===== config.mk =====
export PLATFORM = sky130hd
export DESIGN_NAME = irq_source_ctrl
export DESIGN_NICKNAME = d
export VERILOG_FILES = /design/src/rtl/irq_source_ctrl.sv
export SDC_FILE = /design/constraint.sdc
export NUM_CORES = 1
export LEC_CHECK = 0
export BUFFER_PORTS_ARGS = -buffer_cell sky130_fd_sc_hd__buf_2
export CAP_MARGIN = 10
export CORE_ASPECT_RATIO = 1.2
export CORE_MARGIN = 2
export CORE_UTILIZATION = 61
export CTS_BUF_LIST = sky130_fd_sc_hd__clkbuf_4
export CTS_CLUSTER_DIAMETER = 40
export CTS_CLUSTER_SIZE = 8
export DETAILED_ROUTE_END_ITERATION = 12
export PLACE_DENSITY = 0.82
export SYNTH_ARGS = -nofsm -noshare
export SYNTH_HDL_FRONTEND = slang
export SYNTH_SLANG_ARGS = --single-unit

===== constraint.sdc =====
create_clock -name clk -period 4.2 [get_ports clk]
set_clock_uncertainty 0.05 [all_clocks]
set_input_delay 1.26 -clock clk [delete_from_list [all_inputs] [get_ports clk]]
set_output_delay 1.26 -clock clk [all_outputs]
set_load 0.01 [all_outputs]

===== src/rtl/irq_source_ctrl.sv =====
module irq_source_ctrl #(
  parameter int NSRC   = 8,
  parameter int SRV_W  = 32,
  parameter int PRIO_W = 8,
  parameter int NUM_W  = 24,
  parameter logic [NUM_W-1:0] BASE = 24'h1000,
  localparam int IDX_W = (NSRC > 1) ? $clog2(NSRC) : 1
) (
  input  logic              clk,
  input  logic              rst_n,
  input  logic [NSRC-1:0]   src_in,
  input  logic              type_we,
  input  logic [IDX_W-1:0]  type_idx,
  input  logic              type_lvl,
  input  logic              cfg_we,
  input  logic [IDX_W-1:0]  cfg_idx,
  input  logic [SRV_W-1:0]  cfg_server,
  input  logic [PRIO_W-1:0] cfg_prio,
  input  logic [PRIO_W-1:0] cfg_saved_prio,
  input  logic              rej_valid,
  input  logic [NUM_W-1:0]  rej_num,
  input  logic              eoi_valid,
  input  logic [NUM_W-1:0]  eoi_num,
  input  logic              resend_req,
  input  logic              pres_ready,
  output logic              pres_valid,
  output logic [SRV_W-1:0]  pres_server,
  output logic [NUM_W-1:0]  pres_num,
  output logic [PRIO_W-1:0] pres_prio
);
  localparam logic [PRIO_W-1:0] MASKED = '1;
  localparam logic [IDX_W-1:0]  LAST   = IDX_W'(NSRC - 1);

  logic [SRV_W-1:0]  srv_q  [NSRC];
  logic [SRV_W-1:0]  srv_d  [NSRC];
  logic [PRIO_W-1:0] prio_q [NSRC];
  logic [PRIO_W-1:0] prio_d [NSRC];
  logic [PRIO_W-1:0] sav_q  [NSRC];
  logic [PRIO_W-1:0] sav_d  [NSRC];
  logic [NSRC-1:0] asr_q, asr_d, sent_q, sent_d, rej_q, rej_d, mp_q, mp_d, req_q, req_d;
  logic [NSRC-1:0] lvl_q;

  logic             scan_on, scan_again;
  logic [IDX_W-1:0] scan_ptr;
  logic [IDX_W-1:0] sel;

  logic [NUM_W-1:0] rej_off, eoi_off;
  logic             rej_ok, eoi_ok, grant, stall, scan_step;

  assign rej_off   = rej_num - BASE;
  assign eoi_off   = eoi_num - BASE;
  assign rej_ok    = rej_valid && (rej_off < NUM_W'(NSRC));
  assign eoi_ok    = eoi_valid && (eoi_off < NUM_W'(NSRC));
  assign pres_valid = |req_q;
  assign grant     = pres_valid && pres_ready;
  assign stall     = pres_valid && !pres_ready;
  assign scan_step = scan_on && !stall;

  always_comb begin
    sel = '0;
    for (int i = NSRC - 1; i >= 0; i--)
      if (req_q[i]) sel = IDX_W'(i);
  end

  assign pres_server = srv_q[sel];
  assign pres_prio   = prio_q[sel];
  assign pres_num    = BASE + NUM_W'(sel);

  always_comb begin
    for (int i = 0; i < NSRC; i++) begin
      logic ev;
      ev        = 1'b0;
      srv_d[i]  = srv_q[i];
      prio_d[i] = prio_q[i];
      sav_d[i]  = sav_q[i];
      asr_d[i]  = asr_q[i];
      sent_d[i] = sent_q[i];
      rej_d[i]  = rej_q[i];
      mp_d[i]   = mp_q[i];
      req_d[i]  = req_q[i];
      if (grant && sel == IDX_W'(i)) req_d[i] = 1'b0;
      if (rej_ok && rej_off == NUM_W'(i)) begin
        if (lvl_q[i]) sent_d[i] = 1'b0;
        else          rej_d[i]  = 1'b1;
      end
      if (eoi_ok && eoi_off == NUM_W'(i) && lvl_q[i]) sent_d[i] = 1'b0;
      if (cfg_we && cfg_idx == IDX_W'(i)) begin
        srv_d[i]  = cfg_server;
        prio_d[i] = cfg_prio;
        sav_d[i]  = cfg_saved_prio;
        if (lvl_q[i]) ev = 1'b1;
        else if (mp_d[i] && cfg_prio != MASKED) begin
          mp_d[i]  = 1'b0;
          req_d[i] = 1'b1;
        end
      end
      if (lvl_q[i]) begin
        if (src_in[i] != asr_q[i]) begin
          asr_d[i] = src_in[i];
          ev = 1'b1;
        end
      end else if (src_in[i]) begin
        if (prio_d[i] == MASKED) mp_d[i]  = 1'b1;
        else                     req_d[i] = 1'b1;
      end
      if (scan_step && scan_ptr == IDX_W'(i)) begin
        if (lvl_q[i]) ev = 1'b1;
        else if (rej_d[i]) begin
          rej_d[i] = 1'b0;
          if (prio_d[i] != MASKED) req_d[i] = 1'b1;
        end
      end
      if (ev && prio_d[i] != MASKED && asr_d[i] && !sent_d[i]) begin
        sent_d[i] = 1'b1;
        req_d[i]  = 1'b1;
      end
    end
  end

  always_ff @(posedge clk) begin
    if (!rst_n) begin
      for (int i = 0; i < NSRC; i++) begin
        srv_q[i]  <= '0;
        prio_q[i] <= MASKED;
        sav_q[i]  <= MASKED;
      end
      asr_q  <= '0;
      sent_q <= '0;
      rej_q  <= '0;
      mp_q   <= '0;
      req_q  <= '0;
    end else begin
      for (int i = 0; i < NSRC; i++) begin
        srv_q[i]  <= srv_d[i];
        prio_q[i] <= prio_d[i];
        sav_q[i]  <= sav_d[i];
      end
      asr_q  <= asr_d;
      sent_q <= sent_d;
      rej_q  <= rej_d;
      mp_q   <= mp_d;
      req_q  <= req_d;
    end
  end

  always_ff @(posedge clk)
    for (int i = 0; i < NSRC; i++)
      if (type_we && type_idx == IDX_W'(i)) lvl_q[i] <= type_lvl;

  always_ff @(posedge clk) begin
    if (!rst_n) begin
      scan_on    <= 1'b0;
      scan_again <= 1'b0;
      scan_ptr   <= '0;
    end else if (resend_req && !scan_on) begin
      scan_on  <= 1'b1;
      scan_ptr <= '0;
    end else if (scan_on) begin
      if (resend_req) scan_again <= 1'b1;
      if (scan_step) begin
        if (scan_ptr == LAST) begin
          scan_ptr   <= '0;
          scan_again <= 1'b0;
          if (!(scan_again || resend_req)) scan_on <= 1'b0;
        end else begin
          scan_ptr <= scan_ptr + 1'b1;
        end
      end
    end
  end

  a_r9_walk_stalls: assert property (@(posedge clk) disable iff (!rst_n)
    (scan_on && pres_valid && !pres_ready) |=> $stable(scan_ptr));

  for (genvar g = 0; g < NSRC; g++) begin : g_chk
    a_r3_masked_arrival: assert property (@(posedge clk) disable iff (!rst_n)
      (!lvl_q[g] && src_in[g] && prio_q[g] == MASKED && !(cfg_we && cfg_idx == IDX_W'(g)))
      |=> mp_q[g]);
    a_r5_msg_reject: assert property (@(posedge clk) disable iff (!rst_n)
      (!lvl_q[g] && rej_ok && rej_off == NUM_W'(g) && !(scan_step && scan_ptr == IDX_W'(g)))
      |=> rej_q[g]);
    a_r6_lvl_eoi: assert property (@(posedge clk) disable iff (!rst_n)
      (lvl_q[g] && eoi_ok && eoi_off == NUM_W'(g) && src_in[g] == asr_q[g]
       && !(cfg_we && cfg_idx == IDX_W'(g)) && !(scan_step && scan_ptr == IDX_W'(g)))
      |=> !sent_q[g]);
    a_r7_saved_stored: assert property (@(posedge clk) disable iff (!rst_n)
      (cfg_we && cfg_idx == IDX_W'(g)) |=> sav_q[g] == $past(cfg_saved_prio));
  end
endmodule


Word-level counts from Yosys, hierarchy flattened
Memories as Yosys holds them, arrays and structs flattened.
Index checks and enable logic that the tools add are counted.

cells by class
  add/sub/neg operators = 4
  magnitude comparators = 2
  equality and inequality tests = 75
  mux-type cells = 323
  bitwise logic cells = 18
  reduce and logical (&&, ||, !) cells = 124

operators by type and width
  operator                                                      number
  2-to-1 mux 32 bit                                             16
  2-to-1 mux 1 bit                                              282
  == test 24 x 3 -> 1 bit (second input constant)               8
  2-to-1 mux 8 bit                                              16
  == test 24 x 2 -> 1 bit (second input constant)               4
  logical AND 1 bit                                             94
  inequality test 8 bit (second input constant)                 9
  == test 8 bit (second input constant)                         8
  == test 24 x 1 -> 1 bit (second input constant)               2
  == test 3 bit (second input constant)                         16
  logical NOT 24 bit                                            2
  less-than comparator 24 x 4 -> 1 bit (second input constant)  2
  subtractor 24 x 13 -> 24 bit (second input constant)          2
  2-to-1 mux 3 bit                                              9
  == test 3 x 2 -> 1 bit (second input constant)                8
  AND reduction 2 bit                                           10
  OR 1 bit                                                      16
  adder 13 x 3 -> 14 bit (first input constant)                 1
  == test 3 x 1 -> 1 bit (second input constant)                4
  logical NOT 3 bit                                             4
  logical NOT 1 bit                                             11
  inequality test 1 bit                                         8
  inequality test 1 bit (second input constant)                 8
  OR reduction 8 bit                                            1
  4 further kinds                                               5

storage, ports and cells
  flip-flop bits (word level) = 53
  bits in writable memories = 320
  input bits = 119
  output and inout bits = 65
  memories = 2

memories
  name    words  width  read ports  clocked after memory_dff  wr ports  line  source
  srv_q   8      32     1           0                         8         34    logic [SRV_W-1:0] srv_q [NSRC];
  prio_q  8      8      9           0                         8         36    logic [PRIO_W-1:0] prio_q [NSRC];

Logic depth before layout (Yosys ltp)
  depth in word-level cells = 22
  gate-level depth with buffers = 9
  depth with buffers taken out = 7

Worst setup path before layout
OpenSTA, ideal clock, no wires.

  path kind = input-to-reg
  start = in cfg_idx[0]
  end = mem srv_q[3][0] (enable)
  arrival time = 2.973 ns
  data required time = 3.761 ns
  path slack = 0.787 ns
  stages = 6
  buffers on the path = 3
  cell sequence = clkbuf_1 nand2_1 or3_1 clkbuf_1 clkbuf_1 nand2_1

RTL lines
  element          line  source
  start, declared  16    input logic [IDX_W-1:0] cfg_idx,
  end, declared    34

Worst setup path after layout
  start = reg req_q[3]
  end = out pres_prio[5]

on the way
  longest elaborated chain between the ends = 5

ends and longest elaborated chain
  element                        line  source
  start, declared                40    logic [NSRC-1:0] asr_q, asr_d, sent_q, sent_d, rej_q, rej_d, mp_q, mp_d, req_q, req_d;
  start signal, assigned         142   req_q <= req_d;
  2-to-1 mux 3 bit (4 in a row)  62    if (req_q[i]) sel = IDX_W'(i);
  memory read (8 x 8 bit)        n/a
  end, declared                  29    output logic [PRIO_W-1:0] pres_prio

No other way between the ends.

==> metrics.log <==
[metrics] post-detailed-route via-to-cell ratio: 6.029
[metrics] die span in y: 188.4 um
[metrics] Antenna Nets Post-Route: 0
[metrics] placed standard-cell area: 18,310 um2
[metrics] detailed-routing iteration count for the pre-antenna-repair pass: 7
[metrics] fraction of final layout cells sized beyond drive strength 1: 0.1934
[metrics] EDFF count, synth: 264
[metrics] Clock Pin Slew Worst Setup and Hold Paths: 0.10 ns
[metrics] routed vias: 13.82k
[metrics] post-synthesis xor/xnor area fraction: 0
[metrics] simple-gate share of the synthesized area: 0.2130
[metrics] cells along the critical path: inv_1, a221oi_4, o21ai_4, buf_16, mux2_1, o22ai_1, a21oi_1, buf_2
[metrics] half-perimeter wire length after detailed placement: 27.48 mm
[metrics] count of buffers inserted at the top-level ports: 154
[metrics] maximum number of pins on one net before global-route repair: 83
[metrics] Ys Warns: 0
[metrics] average cell area after synthesis: 9.842 um2
[metrics] sequential area share after synthesis: 0.5846
[metrics] Final min period: 4.158 ns
[metrics] number of top-level design ports: 184
[metrics] status: finished clean
[metrics] worst-case headroom to the max-slew limit: 0.4229
[metrics] DRT iter0 DRCs: 1,263
[metrics] Least-Margin Pin Slew: 0.8577 ns
[metrics] endpoint class of the critical path: output pin
[metrics] proportion of power drawn by flip-flops and latches: 0.491
[metrics] clock tree buffer depth: 3
[metrics] post-placement setup slack: 0.5790 ns
[metrics] clock sink count: 373
[metrics] final worst-path cycle share: 0.9900
[metrics] clock insertion delay at the later pin of the skew report: 0.72 ns
[metrics] Setup WS post-layout: 0.04189 ns
[metrics] Compound-Gate Fraction of Synth Area: 0.08979
[metrics] Post-Route Utilization: 0.6837
[metrics] standard-cell rows: 67
[metrics] Netlist Area Pre-Place: 17,290 um2
[metrics] maximum fanout count along the critical path: 41
[metrics] longest individual stage delay on the worst path: 0.43 ns
[metrics] non-filler instance count after layout: 2,293
[metrics] min-delay worst type: reg -> reg
[metrics] net count reported at finish: 2,016
[metrics] Arrival @ worst endpoint: 2.85 ns
[metrics] internal power of the cells: 5.932 mW
[metrics] width of the die: 157.7 um
[metrics] Synth area leaders: edfxtp_1 (46%), dfxtp_1 (13%), nand2_1 (8.6%)
[metrics] Distinct cells, synth: 76
[metrics] CTS Buf Count: 55
[metrics] All-Layer GR Usage: 0.2949
[metrics] via count of the first global-routing pass: 13.55k
[metrics] Post-synth top flop: edfxtp_1
[metrics] Synth Instances: 1,757
[metrics] most common cell in the netlist: nand2_1
[metrics] total count of max-transition violations in the final report: 0
[metrics] worst-path cell with the longest stage delay: a221oi_4
[metrics] per-cell routed wire length: 19.64 um
[metrics] total gr overflow: 0
[metrics] Post-synth ARST share: 0
[metrics] overall power: 8.711 mW
[metrics] Cell Count Post-Placement: 2,207
[metrics] final non-filler cell area: 19,080 um2
[metrics] Setup CP Type: reg -> out
[metrics] drt drc: 0
[metrics] endpoints failing hold: 0
[metrics] Sw Share: 0.3190
[metrics] Maximum Capacitance Violations: 0
[metrics] Setup crit start kind: register
[metrics] post-synthesis mux area share: 0.05557
[metrics] clock tree from TritonCTS: done
[metrics] top cells by count, synth: nand2_1 (395), edfxtp_1 (264), nor2_1 (229)
[metrics] highest clock rate: 0.2405 GHz
[metrics] RD Place Congestion: 0.9211
[metrics] worst vdd ir: 0.0003196 V
[metrics] largest family of logic cells by synthesized area: simple AND/OR/NAND/NOR gates
[metrics] Die Outline Area: 29,720 um2
[metrics] portion of total power attributed to the clock network: 0.240
[metrics] leakage power figure: 7.708 nW
[metrics] flop and latch count out of synthesis: 373
[metrics] unrepaired setup endpoints after global routing: true
[metrics] area of the core region: 27,920 um2
[metrics] Adder-Cell Fraction of Synth Area: 0.004341
[metrics] post-cts hold buffer count: 0
[metrics] Pwr per Cell Area: 456.4 nW/um2
[metrics] post-route worst hold slack: 0.4202 ns
[metrics] DRT Wirelength: 45.02 mm
[metrics] initial antenna violation count: 1
[metrics] count of H-tree levels built during CTS: 2
[metrics] setup TNS after final layout: 0 ns
[metrics] total setup violations reported at the end of the flow: 0
[metrics] share of power burned in combinational logic: 0.269
[metrics] post-synthesis cell type with the largest combined area: edfxtp_1
[metrics] wire length of the first global-routing pass: 68.41 mm
[metrics] root buffer cell: clkbuf_4
[metrics] fraction of post-synthesis cell area in the top cell type by area: 0.4584
[metrics] Layout Area Growth over Synthesis: 10.36%
[metrics] power spent charging and discharging nets: 2.779 mW
[metrics] effective utilization at floorplan: 0.6195
[metrics] WP data required: 2.89 ns
power groups by stage:
| stage | logic (mW) | clock network [mW] | registers [mW] |
|---|---|---|---|
| after global routing | 2.54 | 2.27 | 4.30 |
| final | 2.34 | 2.09 | 4.27 |
| after global placement | 2.17 | 0 | 4.33 |
| after detailed placement | 2.22 | 0 | 4.35 |
| after floorplan | 1.47 | 0 | 4.32 |
| after CTS | 2.30 | 2.12 | 4.27 |
final timing paths:
check	endpoint	slack, ns	startpoint	depth (start not counted)
setup reg to reg	req_q[7]	1.83	req_q[3]	7
hold / removal	asr_q[0]	0.42	asr_q[0]	2
setup / recovery	pres_prio[5]	0.04	req_q[3]	8
hold reg to reg	asr_q[0]	0.42	asr_q[0]	2
registers in the layout, indices dropped and copies added (netlist names):
| name | cells |
|---|---|
| asr_q | 8 |
| lvl_q | 8 |
| mp_q | 8 |
| prio_q | 64 |
| rej_q | 8 |
| req_q | 8 |
| scan_again | 1 |
| scan_on | 1 |
| scan_ptr | 3 |
| sent_q | 8 |
| srv_q | 256 |
layout by cell type (no fill, tap or decap), types with 7 or more instances in the layout:
master | netlist | routed
o21ai_0 | 65 | 64
mux2_1 | 23 | 23
dfxtp_1 | 109 | 103
nand4_1 | 26 | 26
clkbuf_4 | 0 | 69
o22ai_1 | 41 | 38
nor2_1 | 229 | 228
edfxtp_1 | 264 | 264
a31oi_1 | 16 | 16
buf_2 | 33 | 153
a211oi_1 | 7 | 7
buf_4 | 27 | 33
nand2_1 | 395 | 394
inv_1 | 58 | 58
nor2b_1 | 7 | 7
mux2_2 | 57 | 57
nor3_1 | 16 | 16
a21oi_1 | 65 | 64
nand3_1 | 120 | 118
conb_1 | 2 | 21
nor4_1 | 9 | 9
cell families after synthesis:
group / count (synthesis)
simple gates: 845
flops: 373
compound gates: 249
buf+inv: 196
mux: 86
fa+ha+maj: 6
other cells: 2
critical path: cells and delay by family (launching register included):
kind,cells,cell delay (ns)
buf+inv,3,0.48
compound gates,4,0.91
mux,1,0.35
flops,1,0.40
per-layer routing:
metal,wire (um),GRT usage
met1,17020,0.3660
met2,22380,0.5057
met3,3752,0.04531
met4,1868,0.1350
met5,0,0
area by class of cell:
class | count | area (um2)
antenna | 1 | 2.502
clock buffer | 69 | 518.0
clock inverter | 10 | 96.34
fill | 2090 | 8831
inverter | 58 | 217.7
multi-input combinational | 1207 | 6444
sequential | 373 | 10120
tap | 379 | 474.2
timing repair buffer | 196 | 1212
what timing repair did:
item | 4_1_cts | 5_1_grt
resized for setup | 12 | 10
gates cloned | 1 | 1
endpoints found under the setup margin | 40 | 38
pin swaps | 3 | 3
buffers inserted | 3 | 2
Note: power is estimated with default switching activity, not from simulation.
